==> config.mk <==
export PLATFORM = sky130hd
export DESIGN_NAME = sram_wr_seq
export DESIGN_NICKNAME = d
export VERILOG_FILES = /design/src/rtl/swr_pkg.sv /design/src/rtl/swr_tick.sv /design/src/rtl/swr_path.sv /design/src/rtl/sram_wr_seq.sv
export SDC_FILE = /design/constraint.sdc
export NUM_CORES = 1
export LEC_CHECK = 0
export BUFFER_PORTS_ARGS = -buffer_cell sky130_fd_sc_hd__clkbuf_2
export CAP_MARGIN = 20
export CORE_UTILIZATION = 35
export DETAILED_ROUTE_END_ITERATION = 10
export SETUP_SLACK_MARGIN = 0.3
export SLEW_MARGIN = 20
export SYNTH_ARGS = -nofsm -noshare
export SYNTH_HDL_FRONTEND = slang
export SYNTH_SLANG_ARGS = --single-unit
==> constraint.sdc <==
create_clock -name clk -period 5.6 [get_ports clk]
set_input_delay 1.12 -clock clk [delete_from_list [all_inputs] [get_ports clk]]
set_output_delay 1.12 -clock clk [all_outputs]
set_load 0.005 [all_outputs]
==> src/rtl/swr_pkg.sv <==
package swr_pkg;

   typedef enum logic [2:0] {
      S_IDLE,
      S_ADDR,
      S_CSSU,
      S_WELO,
      S_WEGAP,
      S_HOLD,
      S_DONE
   } swr_state_e;

   localparam int TMR_ADDR = 0;
   localparam int TMR_CSSU = 1;
   localparam int TMR_WELO = 2;
   localparam int TMR_GAP  = 3;
   localparam int TMR_NUM  = 4;

endpackage

==> src/rtl/swr_tick.sv <==
module swr_tick #(
   parameter int LEN = 2
) (
   input  logic clk,
   input  logic rst_n,
   input  logic start,
   output logic last
);
   localparam int W = (LEN > 1) ? $clog2(LEN) : 1;

   if (LEN < 1) begin : g_bad_len
      $error("swr_tick: LEN must be at least 1");
   end

   logic [W-1:0] cnt;

   always_ff @(posedge clk or negedge rst_n) begin
      if (!rst_n) begin
         cnt <= '0;
      end else if (start) begin
         cnt <= W'(LEN - 1);
      end else if (cnt != '0) begin
         cnt <= cnt - 1'b1;
      end
   end

   assign last = (cnt == '0);

endmodule

==> src/rtl/swr_path.sv <==
module swr_path #(
   parameter int ADDR_W = 26,
   parameter int DATA_W = 32,
   parameter int MASK_W = 4,
   parameter int BEAT_W = 4,
   parameter int STEP   = 4
) (
   input  logic              clk,
   input  logic              rst_n,
   input  logic              load,
   input  logic              step,
   input  logic [ADDR_W-1:0] in_addr,
   input  logic [DATA_W-1:0] in_data,
   input  logic [MASK_W-1:0] in_mask,
   input  logic [BEAT_W-1:0] in_beats,
   output logic [ADDR_W-1:0] addr,
   output logic [DATA_W-1:0] data,
   output logic [MASK_W-1:0] mask,
   output logic              last_beat
);
   logic [BEAT_W-1:0] left;

   always_ff @(posedge clk or negedge rst_n) begin
      if (!rst_n) begin
         addr <= '0;
         data <= '0;
         mask <= '1;
         left <= BEAT_W'(1);
      end else if (load) begin
         addr <= in_addr;
         data <= in_data;
         mask <= in_mask;
         left <= (in_beats == '0) ? BEAT_W'(1) : in_beats;
      end else if (step) begin
         addr <= addr + ADDR_W'(STEP);
         data <= in_data;
         mask <= in_mask;
         left <= left - 1'b1;
      end
   end

   assign last_beat = (left == BEAT_W'(1));

endmodule

==> src/rtl/sram_wr_seq.sv <==
module sram_wr_seq
   import swr_pkg::*;
#(
   parameter int ADDR_W = 26,
   parameter int DATA_W = 32,
   parameter int BEAT_W = 4,
   parameter int T_ADDR = 1,
   parameter int T_CSWE = 2,
   parameter int WE_LOW = 2,
   parameter int WE_GAP = 4
) (
   input  logic                  clk,
   input  logic                  rst_n,
   input  logic                  req_valid,
   output logic                  req_ready,
   input  logic [ADDR_W-1:0]     req_addr,
   input  logic [DATA_W-1:0]     req_wdata,
   input  logic [DATA_W/8-1:0]   req_be_n,
   input  logic [BEAT_W-1:0]     req_beats,
   output logic                  beat_take,
   output logic                  wr_done,
   output logic [ADDR_W-1:0]     mem_addr,
   output logic [DATA_W-1:0]     mem_wdata,
   output logic [DATA_W/8-1:0]   mem_be_n,
   output logic                  mem_cs_n,
   output logic                  mem_oe_n,
   output logic                  mem_we_n,
   output logic                  mem_adv_n
);
   localparam int MASK_W = DATA_W / 8;
   localparam int STEP   = MASK_W;

   if (DATA_W % 8 != 0) begin : g_bad_dw
      $error("sram_wr_seq: DATA_W must be a multiple of 8");
   end
   if (T_ADDR < 1 || T_CSWE < 2 || T_ADDR + T_CSWE < 3) begin : g_bad_setup
      $error("sram_wr_seq: setup intervals too short");
   end
   if (WE_LOW < 1) begin : g_bad_low
      $error("sram_wr_seq: WE_LOW must be at least 1");
   end
   if (WE_GAP < 4) begin : g_bad_gap
      $error("sram_wr_seq: WE_GAP must cover address hold plus setup");
   end

   function automatic int tlen(input int k);
      case (k)
         TMR_ADDR: return T_ADDR;
         TMR_CSSU: return T_CSWE;
         TMR_WELO: return WE_LOW;
         default:  return WE_GAP;
      endcase
   endfunction

   swr_state_e         state, nstate;
   logic [TMR_NUM-1:0] t_start, t_last;
   logic               accept, step, last_beat, gap_entry;

   for (genvar k = 0; k < TMR_NUM; k++) begin : g_tmr
      swr_tick #(.LEN(tlen(k))) u_tick (
         .clk   (clk),
         .rst_n (rst_n),
         .start (t_start[k]),
         .last  (t_last[k])
      );
   end

   swr_path #(
      .ADDR_W (ADDR_W),
      .DATA_W (DATA_W),
      .MASK_W (MASK_W),
      .BEAT_W (BEAT_W),
      .STEP   (STEP)
   ) u_path (
      .clk       (clk),
      .rst_n     (rst_n),
      .load      (accept),
      .step      (step),
      .in_addr   (req_addr),
      .in_data   (req_wdata),
      .in_mask   (req_be_n),
      .in_beats  (req_beats),
      .addr      (mem_addr),
      .data      (mem_wdata),
      .mask      (mem_be_n),
      .last_beat (last_beat)
   );

   always_comb begin
      nstate  = state;
      t_start = '0;
      accept  = 1'b0;
      step    = 1'b0;
      case (state)
         S_IDLE: if (req_valid) begin
            nstate = S_ADDR;
            accept = 1'b1;
            t_start[TMR_ADDR] = 1'b1;
         end
         S_ADDR: if (t_last[TMR_ADDR]) begin
            nstate = S_CSSU;
            t_start[TMR_CSSU] = 1'b1;
         end
         S_CSSU: if (t_last[TMR_CSSU]) begin
            nstate = S_WELO;
            t_start[TMR_WELO] = 1'b1;
         end
         S_WELO: if (t_last[TMR_WELO]) begin
            if (last_beat) begin
               nstate = S_HOLD;
            end else begin
               nstate = S_WEGAP;
               t_start[TMR_GAP] = 1'b1;
            end
         end
         S_WEGAP: begin
            step = gap_entry;
            if (t_last[TMR_GAP]) begin
               nstate = S_WELO;
               t_start[TMR_WELO] = 1'b1;
            end
         end
         S_HOLD:  nstate = S_DONE;
         S_DONE:  nstate = S_IDLE;
         default: nstate = S_IDLE;
      endcase
   end

   always_ff @(posedge clk or negedge rst_n) begin
      if (!rst_n) begin
         state     <= S_IDLE;
         gap_entry <= 1'b0;
         mem_cs_n  <= 1'b1;
         mem_we_n  <= 1'b1;
         mem_adv_n <= 1'b1;
         req_ready <= 1'b1;
         wr_done   <= 1'b0;
      end else begin
         state     <= nstate;
         gap_entry <= (nstate == S_WEGAP) && (state != S_WEGAP);
         mem_cs_n  <= !(nstate inside {S_CSSU, S_WELO, S_WEGAP, S_HOLD});
         mem_we_n  <= (nstate != S_WELO);
         mem_adv_n <= !((state == S_ADDR) && (nstate == S_CSSU));
         req_ready <= (nstate == S_IDLE);
         wr_done   <= (state == S_DONE);
      end
   end

   assign mem_oe_n  = 1'b1;
   assign beat_take = step;

   // Timing rules checked against the bus
   p_cs_addr_setup_r2: assert property (@(posedge clk) disable iff (!rst_n)
      $fell(mem_cs_n) |-> $stable(mem_addr));
   p_adv_one_clock_r2: assert property (@(posedge clk) disable iff (!rst_n)
      !mem_adv_n |-> !mem_cs_n ##1 mem_adv_n);
   p_we_under_cs_r3: assert property (@(posedge clk) disable iff (!rst_n)
      $fell(mem_we_n) |-> (!mem_cs_n && $past(!mem_cs_n)));
   p_gap_min_r5: assert property (@(posedge clk) disable iff (!rst_n)
      $rose(mem_we_n) |=> mem_we_n);
   p_step_addr_r6: assert property (@(posedge clk) disable iff (!rst_n)
      beat_take |=> (mem_addr == $past(mem_addr) + ADDR_W'(STEP)));
   p_cs_hold_r7: assert property (@(posedge clk) disable iff (!rst_n)
      $rose(mem_cs_n) |-> (mem_we_n && $past(mem_we_n)));
   p_done_idle_r7: assert property (@(posedge clk) disable iff (!rst_n)
      wr_done |-> (req_ready && mem_cs_n));
   p_busy_after_accept_r10: assert property (@(posedge clk) disable iff (!rst_n)
      (req_valid && req_ready) |=> !req_ready);
   p_bus_stable_r11: assert property (@(posedge clk) disable iff (!rst_n)
      $rose(mem_we_n) |-> ($stable(mem_addr) && $stable(mem_wdata) && $stable(mem_be_n)));

endmodule

==> run metrics <==
number of global-route vias before repair between 2,000 and 3,000; cells after synthesis about 320; Tightest Pin Transition about 0.71 ns; share of synthesized registers carrying an async set or reset 100%; Max Freq 312 MHz; num rows 36; EDFF count, synth 0; worst path arrival time ~2.1 ns; CTS tree done; largest net degree at the start of global routing 80; Worst Path Required approximately 4.5 ns; r2r setup slk about 2.6 ns; Total Routing Usage GR approximately 17%; Area growth, synth to finish 28.9%; I/O pins 138; FF-to-FF Start state[0]; Post-Synthesis Net Count between 300 and 400; DR vias/cell approximately 5; CP Capture Type output port; full die area ~11,000 um^2; Yosys Warn Count 0; PostCTS Resize Cnt 0; hold endpoint u_path.addr[0]; clk slew on worst S/H paths about 0.08 ns; Avg Synthesized Cell Area around 11 um^2; worst path cell trace nand4bb_1, inv_1, clkbuf_2; Setup Fix Bufs, Post-CTS 0; Synth Flop Type dfrtp_1; GR Overflow Total 0; hpwl dp between 6000 and 7000 um; Slowest cell on crit path inv_1; first-pass GRT wire length around 15,000 um; Hold Fails Final Rpt 0; Placed Area approximately 4400 um^2; Final nets 528; number of port buffers around 140; Critical Path Max Stage Delay around 0.53 ns; r2r endpoint u_path.addr[20]; clock root cell clkbuf_8; Worst VDD drop roughly 0.23 mV; hold wc startpoint u_path.addr[0]; Avg WL per Cell approximately 15 um; P per Cell Area roughly 530 nW/um^2; post-route cell area around 4700 um^2; Synth cell types 41; Initial DRC Count 113; leakage power ~2.2 nW; routed vias between 2,000 and 3,000; most common cell in the netlist dfrtp_1; post-synth top area share approximately half; Die X around 100 um; status finished clean; Slew HR between 50% and 60%; H-tree levels 3; crit-path leading delay family buffers and inverters; Tcrit/Tclk final between 50% and 60%; Hold Path Class flop to flop; hold buffers post-CTS 0; top post-synthesis cells by area dfrtp_1 49%, mux2_2 12%, dfstp_2 6.6%; Final Setup Violations 0; Inserted Clock Buffers 9; crit path time final approximately 3.2 ns; clk_lat worst skew between 0.3 and 0.4 ns; area leader, netlist dfrtp_1; Final Max Slew Viols 0; gp weighted congestion ~0.75; startpoint class of the critical path flop; floorplan core area 9860 um^2; Worst Clk Skew 0.0108 ns; # DRC 0; Synth Register Bits between 70 and 80; crit path kind flop to output port; RSZ-0062 raised after global routing false; top cells by count, synth 70 x dfrtp_1, 37 x mux2_2, 35 x nand2_1, 19 x nor2_1; clk sinks 79; Routed WL between 8000 and 9000 um; Synth Cell Area roughly 3600 um^2; sequential share of the synthesized area around 55%; Buf+Inv Stages, Crit Path 2; ratio of cells with drive above 1 in the final layout between 40 and 50%; Max-Cap Viols 0; hold path cells 2; Initial Util between 30% and 40%; diode count 0; CP max FO 13; initial antenna violation count 0; Chip Height 104 um; Max Root-Sink Buffers 2; post-route ant nets 0; Setup TNS Final 0 ns; drt pass-1 iters 4; Reg2Reg Depth 5
-- flip-flops by register name, indices dropped and copies added (netlist names) --
signal and count:
mem_adv_n 1, mem_we_n 1, u_path.data 32, u_path.left 4, g_tmr.u_tick.cnt 4, wr_done 1
req_ready 1, mem_cs_n 1, gap_entry 1, u_path.mask 4, state 3, u_path.addr 26
-- routing by layer --
layer	track usage (%)	share of wire, %	up-vias
li1	-	-	1434
met3	3.71	5.3	16
met5	0	0	-
met4	8.59	2.5	0
met1	21.8	43	1422
met2	27.8	49	102
-- final cells by class --
type	instances	area, um^2
Clock buffer	10	128
Clock inverter	6	92.6
Fill cell	957	5210
Inverter	12	45.0
Multi-Input combinational cell	214	1510
Sequential cell	79	1990
Tap cell	133	166
Timing Repair Buffer	139	722
-- through the flow --
step / power (mW) / utilization [%] / hold WS [ns] / setup WS [ns] / std cells
final: 2.49 / 47.1 / 0.476 / 2.40 / 593
after global routing: 2.68 / 47.1 / 0.509 / 2.20 / 593
after CTS: 2.51 / 46.9 / 0.484 / 2.34 / 592
after detailed placement: 2.03 / 44.7 / 0.463 / 2.59 / 576
after global placement: 1.99 / 44.7 / 0.457 / 2.61 / 576
after floorplan: 1.61 / - / 0.470 / 3.11 / 322
-- kinds of logic (layout without fill, tap and decap cells) --
family	count (synthesis)	in the layout	synth area share, %
buffers and inverters	29	167	3.50
and+or+nand+nor	112	112	16.6
DFF	79	79	55.1
muxes	37	37	11.6
other	1	1	0.104
xor gates and xnor gates	11	11	2.67
AOI/OAI and AO/OA	49	49	9.02
adders and majority gates	4	4	1.39
-- how the worst max path moves through the flow --
stage,from,slack [ns],end,cells past startpoint
global placement,req_valid,2.61,u_path.data[10],5
CTS,state[0],2.34,beat_take,3
detailed placement,state[0],2.59,u_path.addr[20],5
floorplan,req_valid,3.11,u_path.addr[2],5
finish,state[0],2.40,beat_take,3
global route,state[0],2.20,beat_take,3
-- placed cells by master, fill, tap and decap left out, types with 9 or more instances in the layout --
master / Yosys / routed
a31oi_1: 13 / 13
nor2_1: 19 / 18
clkbuf_8: 0 / 9
o31ai_1: 10 / 10
o21ai_0: 10 / 10
nand3_1: 13 / 13
dfrtp_1: 70 / 70
nand2_1: 35 / 35
inv_1: 12 / 12
dfstp_2: 9 / 9
or4_1: 13 / 13
mux2_2: 37 / 37
clkbuf_2: 0 / 135
-- power by group --
group / internal, mW / total [mW] / switching, mW
Sequential: 0.869 / 1.11 / 0.237
Combinational: 0.488 / 0.907 / 0.419
Clock: 0.254 / 0.474 / 0.220
-- worst min-delay path, cell delays in order (launching register included) --
cell and delay, ns:
dfrtp_1 0.35, nand2_1 0.05, nand2_1 0.05
Note: power is estimated with default switching activity, not from simulation.
